`src/rtl/pkt_rx_pkg.sv`:
```
package pkt_rx_pkg;

  typedef enum logic [2:0] {
    ST_IDLE, ST_LEN, ST_ADR, ST_PAY, ST_CRC, ST_SEND
  } rx_state_e;

  localparam logic [15:0] CRC_SEED = 16'hFFFF;
  localparam logic [15:0] CRC_POLY = 16'h1021;

  // one serial CRC step, message bit enters at the top
  function automatic logic [15:0] crc16_step(input logic [15:0] c, input logic b);
    logic fb;
    fb = c[15] ^ b;
    return {c[14:0], 1'b0} ^ (fb ? CRC_POLY : 16'h0000);
  endfunction

  // address filter: exact node, plus 0x00 when mode!=0, plus 0xFF when mode[1]
  function automatic logic addr_accept(input logic [7:0] a, input logic [7:0] node,
                                       input logic [1:0] mode);
    return (a == node) || ((mode != 2'd0) && (a == 8'h00)) || (mode[1] && (a == 8'hFF));
  endfunction

  // state after the header fields that are still to come
  function automatic rx_state_e hdr_next(input logic adr_left, input logic [7:0] len);
    if (adr_left) return ST_ADR;
    if (len == 8'd0) return ST_CRC;
    return ST_PAY;
  endfunction

endpackage

```
`src/rtl/rx_deser.sv`:
```
module rx_deser #(
  parameter int BYTE_W = 8
) (
  input  logic              clk,
  input  logic              rst_n,
  input  logic              clr,
  input  logic              en,
  input  logic              bit_i,
  output logic [BYTE_W-1:0] byte_o,
  output logic              stb_o
);
  localparam int CW = $clog2(BYTE_W);
  localparam logic [CW-1:0] LAST = CW'(BYTE_W - 1);

  logic [CW-1:0]     cnt;
  logic [BYTE_W-1:0] sh;
  logic [BYTE_W-1:0] sh_nx;

  assign sh_nx = {sh[BYTE_W-2:0], bit_i};

  always_ff @(posedge clk or negedge rst_n) begin
    if (!rst_n) begin
      cnt    <= '0;
      sh     <= '0;
      byte_o <= '0;
      stb_o  <= 1'b0;
    end else begin
      stb_o <= 1'b0;
      if (clr) begin
        cnt <= '0;
      end else if (en) begin
        sh  <= sh_nx;
        cnt <= cnt + CW'(1);
        if (cnt == LAST) begin
          byte_o <= sh_nx;
          stb_o  <= 1'b1;
        end
      end
    end
  end
endmodule

```
`src/rtl/crc16_ser.sv`:
```
module crc16_ser
  import pkt_rx_pkg::*;
(
  input  logic        clk,
  input  logic        rst_n,
  input  logic        clr,
  input  logic        en,
  input  logic        bit_i,
  output logic [15:0] crc_o
);
  always_ff @(posedge clk or negedge rst_n) begin
    if (!rst_n)   crc_o <= CRC_SEED;
    else if (clr) crc_o <= CRC_SEED;
    else if (en)  crc_o <= crc16_step(crc_o, bit_i);
  end
endmodule

```
`src/rtl/pay_buf.sv`:
```
module pay_buf #(
  parameter int DEPTH = 16,
  parameter int AW    = 4
) (
  input  logic          clk,
  input  logic          we,
  input  logic [AW-1:0] waddr,
  input  logic [7:0]    wdata,
  input  logic [AW-1:0] raddr,
  output logic [7:0]    rdata
);
  logic [7:0] mem [DEPTH];

  always_ff @(posedge clk) begin
    if (we) mem[waddr] <= wdata;
  end

  assign rdata = mem[raddr];
endmodule

```
`src/rtl/pkt_rx_filter.sv`:
```
module pkt_rx_filter
  import pkt_rx_pkg::*;
#(
  parameter int MAX_PAY = 16
) (
  input  logic       clk,
  input  logic       rst_n,
  input  logic       sync_det,
  input  logic       bit_vld,
  input  logic       bit_in,
  input  logic       cfg_len_en,
  input  logic       cfg_adr_en,
  input  logic [1:0] cfg_adr_mode,
  input  logic [7:0] cfg_node_adr,
  input  logic [7:0] cfg_fix_len,
  input  logic       cfg_crc_discard,
  output logic [7:0] pay_data,
  output logic       pay_vld,
  output logic       pay_last,
  output logic       pkt_done,
  output logic       crc_ok,
  output logic       adr_match
);
  localparam int AW = (MAX_PAY > 1) ? $clog2(MAX_PAY) : 1;
  localparam logic [7:0] MAX_LEN = 8'(MAX_PAY);

  rx_state_e   state;
  rx_state_e   first_st;
  logic [7:0]  plen;
  logic [7:0]  idx;
  logic [7:0]  rx_byte;
  logic [15:0] crc;
  logic        byte_stb;
  logic        rx_act;
  logic        start;
  logic        rx_bit;
  logic        first_drop;
  logic        crc_good;
  logic        keep;
  logic        idx_last;

  // named internal events
  assign start      = sync_det && (state == ST_IDLE);
  assign rx_act     = (state == ST_LEN) || (state == ST_ADR) ||
                      (state == ST_PAY) || (state == ST_CRC);
  assign rx_bit     = bit_vld && rx_act;
  assign crc_good   = (crc == 16'h0000);
  assign keep       = crc_good || !cfg_crc_discard;
  assign idx_last   = (idx == plen - 8'd1);
  assign first_st   = cfg_len_en ? ST_LEN : hdr_next(cfg_adr_en, cfg_fix_len);
  assign first_drop = !cfg_len_en && (cfg_fix_len > MAX_LEN);

  rx_deser #(.BYTE_W(8)) u_deser (
    .clk(clk), .rst_n(rst_n), .clr(start), .en(rx_bit), .bit_i(bit_in),
    .byte_o(rx_byte), .stb_o(byte_stb)
  );

  crc16_ser u_crc (
    .clk(clk), .rst_n(rst_n), .clr(start), .en(rx_bit), .bit_i(bit_in),
    .crc_o(crc)
  );

  pay_buf #(.DEPTH(MAX_PAY), .AW(AW)) u_buf (
    .clk(clk), .we(byte_stb && (state == ST_PAY)),
    .waddr(idx[AW-1:0]), .wdata(rx_byte),
    .raddr(idx[AW-1:0]), .rdata(pay_data)
  );

  always_ff @(posedge clk or negedge rst_n) begin
    if (!rst_n) begin
      state     <= ST_IDLE;
      plen      <= '0;
      idx       <= '0;
      pkt_done  <= 1'b0;
      crc_ok    <= 1'b0;
      adr_match <= 1'b0;
    end else begin
      pkt_done  <= 1'b0;
      adr_match <= 1'b0;
      case (state)
        ST_IDLE: if (sync_det && !first_drop) begin
          state <= first_st;
          plen  <= cfg_fix_len;
          idx   <= '0;
        end
        ST_LEN: if (byte_stb) begin
          plen <= rx_byte;
          idx  <= '0;
          if (rx_byte > MAX_LEN) state <= ST_IDLE;
          else                   state <= hdr_next(cfg_adr_en, rx_byte);
        end
        ST_ADR: if (byte_stb) begin
          adr_match <= (rx_byte == cfg_node_adr);
          if (!addr_accept(rx_byte, cfg_node_adr, cfg_adr_mode)) state <= ST_IDLE;
          else                                                   state <= hdr_next(1'b0, plen);
        end
        ST_PAY: if (byte_stb) begin
          if (idx_last) begin
            state <= ST_CRC;
            idx   <= '0;
          end else begin
            idx <= idx + 8'd1;
          end
        end
        ST_CRC: if (byte_stb) begin
          if (idx == 8'd0) begin
            idx <= 8'd1;
          end else begin
            pkt_done <= 1'b1;
            crc_ok   <= crc_good;
            idx      <= '0;
            if (keep && (plen != 8'd0)) state <= ST_SEND;
            else                        state <= ST_IDLE;
          end
        end
        ST_SEND: begin
          if (idx_last) begin
            state <= ST_IDLE;
            idx   <= '0;
          end else begin
            idx <= idx + 8'd1;
          end
        end
        default: state <= ST_IDLE;
      endcase
    end
  end

  assign pay_vld  = (state == ST_SEND);
  assign pay_last = pay_vld && idx_last;

endmodule

```
`config.mk`:
```
export PLATFORM = sky130hd
export DESIGN_NAME = pkt_rx_filter
export DESIGN_NICKNAME = d
export VERILOG_FILES = /design/src/rtl/pkt_rx_pkg.sv /design/src/rtl/rx_deser.sv /design/src/rtl/crc16_ser.sv /design/src/rtl/pay_buf.sv /design/src/rtl/pkt_rx_filter.sv
export SDC_FILE = /design/constraint.sdc
export NUM_CORES = 1
export LEC_CHECK = 0
export BUFFER_PORTS_ARGS = -buffer_cell sky130_fd_sc_hd__buf_2
export CAP_MARGIN = 5
export CORE_MARGIN = 4
export CORE_UTILIZATION = 48
export DETAILED_ROUTE_END_ITERATION = 8
export PLACE_DENSITY_LB_ADDON = 0.05
export SKIP_CTS_REPAIR_TIMING = 1
export SLEW_MARGIN = 0
export SYNTH_ARGS = -nofsm -noshare
export SYNTH_HDL_FRONTEND = slang
export SYNTH_SLANG_ARGS = --single-unit
```
`constraint.sdc`:
```
create_clock -name clk -period 2.21 [get_ports clk]
set_clock_uncertainty 0.05 [all_clocks]
set_input_delay 0.3315 -clock clk [delete_from_list [all_inputs] [get_ports clk]]
set_output_delay 0.3315 -clock clk [all_outputs]
set_load 0.01 [all_outputs]
```
# Yosys cells after proc, flatten, opt, wreduce, memory -nomap -nowiden
# Memories as Yosys holds them, arrays and structs flattened.
# Cells that the tools add are included.
dict set report totals {
  memories 1
  output_inout_bits 13
  reg_bits 57
  rom_bits 0
  inputBits 26
  latchBits 0
  mem_bits_rw 128
}
# name depth width rd rd_ports_with_merged_regs wr line
set mem_list {}
lappend mem_list {u_buf.mem 16 8 1 0 1 pay_buf.sv:12} ;# logic [7:0] mem [DEPTH];
dict set report classes {
  n_mul 0
  add_sub_neg 3
  n_bitwise 4
  mux 62
  eq_ne 17
  n_div 0
  n_lt_le_gt_ge 2
  shift 0
  reduce_logical 35
}
# op n
set ops {}
lappend ops {{$mux W3} 23}
lappend ops {{$mux W8} 7}
lappend ops {{$pmux W8 S5} 1}
lappend ops {{$logic_not A8 Y1} 4}
lappend ops {{$mux W16} 2}
lappend ops {{$mux W1} 26}
lappend ops {{$pmux W3 S6} 1}
lappend ops {{$eq A8 B8 Y1} 2}
lappend ops {{$gt A8 B5 Y1 const B} 2}
lappend ops {{$logic_not A16 Y1} 1}
lappend ops {{$pmux W8 S2} 1}
lappend ops {{$xor A16 B16 Y16} 1}
lappend ops {{$mux W13} 1}
lappend ops {{$ne A2 B1 Y1 const B} 6}
lappend ops {{$eq A3 B3 Y1 const B} 3}
lappend ops {{$logic_and A1 B1 Y1} 9}
lappend ops {{$reduce_and A3 Y1} 3}
lappend ops {{$add A8 B1 Y8 const B} 1}
lappend ops {{$eq A8 B8 Y1 const B} 1}
lappend ops {{$reduce_and A8 Y1} 1}
lappend ops {{$reduce_bool A8 Y1} 1}
lappend ops {{$sub A8 B1 Y8 const B} 1}
lappend ops {{$eq A3 B2 Y1 const B} 2}
lappend ops {{$logic_or A1 B1 Y1} 6}
lappend ops {{other kinds (11)} 17}

# Logic depth before layout (Yosys ltp)
dict set report logic_depth {
  ltp_word 13
  mapped_depth 9
  mapped_depth_nobuf 8
}

# By module
# From an unflattened synthesis, not the netlist that was laid out.
dict set report unflattened {
  cells_unflattened 547
  area_unflattened_um2 8433.1
}
# mod instances cells_each area_each_um2
set modules_own_cells {}
lappend modules_own_cells {pay_buf 1 221 4987.3}
lappend modules_own_cells {pkt_rx_filter 1 223 1909.3}
lappend modules_own_cells {rx_deser 1 47 795.8}
lappend modules_own_cells {crc16_ser 1 56 740.7}

# Worst setup path after synthesis
# No wires, ideal clock.
dict set report synth_path {
  path_type {reg-to-output}
  startpoint {register idx[0]}
  endpoint {output pay_data[0]}
  stages_incl_launch_ff 5
  n_path_buf 2
  slack_ns -0.171
  arrival_time_ns 1.999
  required_ns 1.829
  path_cell_list {dfrtp_1 buf_2 buf_2 mux4_2 mux4_2}
}
dict set report synth_via {
  elab_chain_len 1
}
# item line
set synth_lines {}
lappend synth_lines {{from (decl)} pkt_rx_filter.sv:30} ;# logic [7:0] idx;
lappend synth_lines {{from (signal assigned)} pkt_rx_filter.sv:102} ;# idx <= idx + 8'd1;
lappend synth_lines {{from (signal assigned)} pkt_rx_filter.sv:121} ;# idx <= idx + 8'd1;
lappend synth_lines {{$mem_v2 Z16 W8} --}
lappend synth_lines {{to (decl)} pkt_rx_filter.sv:17} ;# output logic [7:0] pay_data,
# Every way passes these cells.

# Worst setup path after layout
dict set report layout_path {
  startpoint {register plen[0]}
  endpoint {output pay_last}
}
dict set report layout_via {
  elab_chain_len 3
}
# item line
set layout_lines {}
lappend layout_lines {{from (decl)} pkt_rx_filter.sv:29} ;# logic [7:0] plen;
lappend layout_lines {{from (signal assigned)} pkt_rx_filter.sv:83} ;# plen <= cfg_fix_len;
lappend layout_lines {{from (signal assigned)} pkt_rx_filter.sv:87} ;# plen <= rx_byte;
lappend layout_lines {{$sub A8 B1 Y8} pkt_rx_filter.sv:49} ;# assign idx_last = (idx == plen - 8'd1);
lappend layout_lines {{$eq A8 B8 Y1} pkt_rx_filter.sv:49}
lappend layout_lines {{$logic_and A1 B1 Y1} pkt_rx_filter.sv:130} ;# assign pay_last = pay_vld && idx_last;
lappend layout_lines {{to (decl)} pkt_rx_filter.sv:19} ;# output logic pay_last,
# Every way passes these cells.

==> flow_metrics.py <==
metrics = {
    "die": {
        "die_y_um": 138,
        "top_level_ports": 39,
        "die_w_um": 138,
        "core-area_um2": 16600,
        "rows": 47,
        "initial_core_util": 0.489,
        "die_area_um2": 19000,
    },
    "logic_synthesis": {
        "ys_warn_count": 0,
        "netlist_area_um2": 8110,
        "synth_fp_nets": 591,
        "async_reset_ff_frac": 0.308,
        "synth_edf_count": 128,
        "synth_seq_cells": 185,
        "synth.distinct_cells": 52,
        "synthCells": 557,
        "syn-mean-instance-area_um2": 14.6,
        "ys_seq_area_frac": 0.652,
        "synth_ff_type": "edfxtp_1",
    },
    "clocking": {
        "clk_pin_slew_ns": 0.06,
        "cts_sinks": 185,
        "cts_tree": "built",
        "cts_buffers": 17,
        "cts-htree-levels": 4,
        "cts_max_path_buffers": 2,
        "clk_latency_ns": 0.42,
        "clockRootBuffer": "clkbuf_16",
    },
    "final_layout": {
        "antenna_cells": 0,
        "syn_to_final_growth_pct": 22.1,
        "finish.net_count": 702,
        "fill_cells": 1302,
        "layout-drive-gt1-share": 0.349,
    },
    "placed_design": {
        "portBuffers": 38,
        "gp_congestion": 0.861,
        "hpwl_mm": 12.0,
        "dp_slack_ns": -0.0537,
    },
    "grt": {
        "antenna_found_initial": 0,
        "grt_pass1_vias": 5090,
        "grt_pass1_wl_mm": 27.7,
        "overflow": 0,
        "grtUsageTotal": 0.187,
        "grt_max_degree": 29,
    },
    "routing": {
        "drt_wl_total_mm": 17.8,
        "drtAntennaViolNets": 0,
        "drtIter0Drc": 321,
        "vias": 5004,
        "drt-vias-per-instance": 5.55,
        "remaining_drc_errors": 0,
        "dr.pass1.iters": 4,
        "wl_per_cell_um": 19.8,
    },
    "worst_setup_path": {
        "critPathArrivalTime_ns": 2.29,
        "crit_fanout": 4,
        "end_kind": "output port",
        "start_kind": "flip-flop",
        "cp.required_ns": 1.83,
        "critPathKind": "reg -> out",
    },
    "status": {
        "violations": "setup timing",
        "run_status": "complete, but fails checks",
    },
    "sta": {
        "post-route-period-util": 1.21,
        "rsz0062_at_grt": "true",
        "maxSlewViolCount": 0,
        "max_slew.worst_pin.slew_ns": 0.564,
        "slew_headroom": 0.624,
        "min_period_ns": 2.67,
        "hold_slack_ns": 0.123,
        "setup_ws_ns": -0.464,
        "fmax_ghz": 0.374,
        "finalHoldViolCount": 0,
        "setup-violations-final": 17,
    },
    "worst_hold_path": {
        "min_path_type": "in -> reg",
    },
    "power": {
        "finalPower_w": 0.0120,
        "power.density_nw_per_um2": 1210,
        "peakVddDrop_mv": 0.663,
        "leakage_nw": 3.72,
    },
    "flow_run": {
        "max_cap_violations": 0,
    },
}
==> per-layer routing <==
layer	global-route usage	share of wire	routed length (um)
met1	0.252	0.44	7840
met2	0.310	0.51	9050
met3	0.0366	0.036	643
met4	0.0608	0.018	323
met5	0	0	0
==> layout by cell type, fill, tap and decap left out, types with 14 or more instances in the layout <==
| cell | instances |
|---|---|
| edfxtp_1 | 128 |
| nand2_1 | 72 |
| buf_4 | 66 |
| buf_2 | 31 |
| a21oi_1 | 14 |
| clkbuf_16 | 20 |
| dfstp_2 | 16 |
| xnor2_1 | 18 |
| nor2_1 | 38 |
| dfrtp_1 | 39 |
| nand3_1 | 21 |
| mux4_2 | 40 |
==> sequential cells by signal (all words and copies together), names as in the netlist <==
signal	flops
u_deser.cnt	3
u_deser.stb_o	1
state	3
u_buf.mem	128
u_deser.sh	7
adr_match	1
idx	8
u_deser.byte_o	8
u_crc.crc_o	16
plen	8
pkt_done	1
crc_ok	1
==> kinds of logic after synthesis <==
family | share of synthesized area
DFF | 0.652
xor gates and xnor gates | 0.0248
adders and majority gates | 0.0123
and+or+nand+nor | 0.108
AOI/OAI and AO/OA | 0.0507
buffers and inverters | 0.0191
muxes | 0.133
==> critical path: stages, from the launching register on <==
cell and delay, ns:
dfrtp_1 0.42, inv_2 0.10, ha_4 0.20, xnor2_2 0.13, a211oi_2 0.20, nand3_1 0.12, or4_1 0.49, nor2_2 0.08
buf_2 0.13
==> final timing paths <==
check | to | start | slack (ns) | cells past startpoint
min in group asynchronous | adr_match | rst_n | 0.39 | 2
max in group asynchronous | u_crc.crc_o[10] | rst_n | 1.01 | 3
worst max register to register | idx[7] | plen[0] | -0.09 | 11
worst max-delay path | pay_last | plen[0] | -0.46 | 8
worst min register to register | u_crc.crc_o[14] | u_crc.crc_o[13] | 0.42 | 2
worst min-delay path | u_deser.sh[0] | bit_in | 0.12 | 3
==> synthesized netlist by cell type, types with 6 or more instances <==
library cell  instances  share of area
nand2b_1              6         0.0046
nand3_1              21          0.013
buf_2                 7         0.0043
o21ai_0              14         0.0086
a22o_1                6         0.0065
edfxtp_1            128           0.47
ha_1                  8          0.012
nor2_1               40          0.019
mux2i_1               9          0.011
nor4_1                6         0.0046
a21oi_1              17          0.010
nand2_1              72          0.033
mux2_2                8          0.011
xnor2_1              19          0.021
nor3_1               13         0.0080
mux4_2               40           0.11
inv_1                11         0.0051
dfrtp_1              41           0.13
clkbuf_1             15         0.0069
dfstp_2              16          0.052
==> power by group <==
part | switching, W | internal, W | total, W
sequential | 0.000410 | 0.00450 | 0.00491
combinational | 0.00222 | 0.00199 | 0.00421
clock | 0.00128 | 0.00156 | 0.00284
total | 0.00391 | 0.00805 | 0.0120
==> final cells by class <==
| type | instances | area (um^2) | share of cell area |
|---|---|---|---|
| clock buffer | 18 | 429 | 0.0433 |
| clock inverter | 14 | 124 | 0.0125 |
| inverter | 11 | 41.3 | 0.00417 |
| multi-input combinational | 335 | 2770 | 0.280 |
| sequential | 185 | 5290 | 0.534 |
| tap | 220 | 275 | 0.0278 |
| timing repair buffer | 118 | 975 | 0.0984 |
==> metrics by stage <==
step	setup TNS, ns	instances	instance area, um^2	util
global route	-6.16	901	9910	0.597
global placement	-0.0166	853	9020	0.544
CTS	-4.01	885	9570	0.577
detailed placement	-0.0818	853	9020	0.544
finish	-4.32	901	9910	0.597
floorplan	0	557	8130	-
Note: power is estimated with default switching activity, not from simulation.
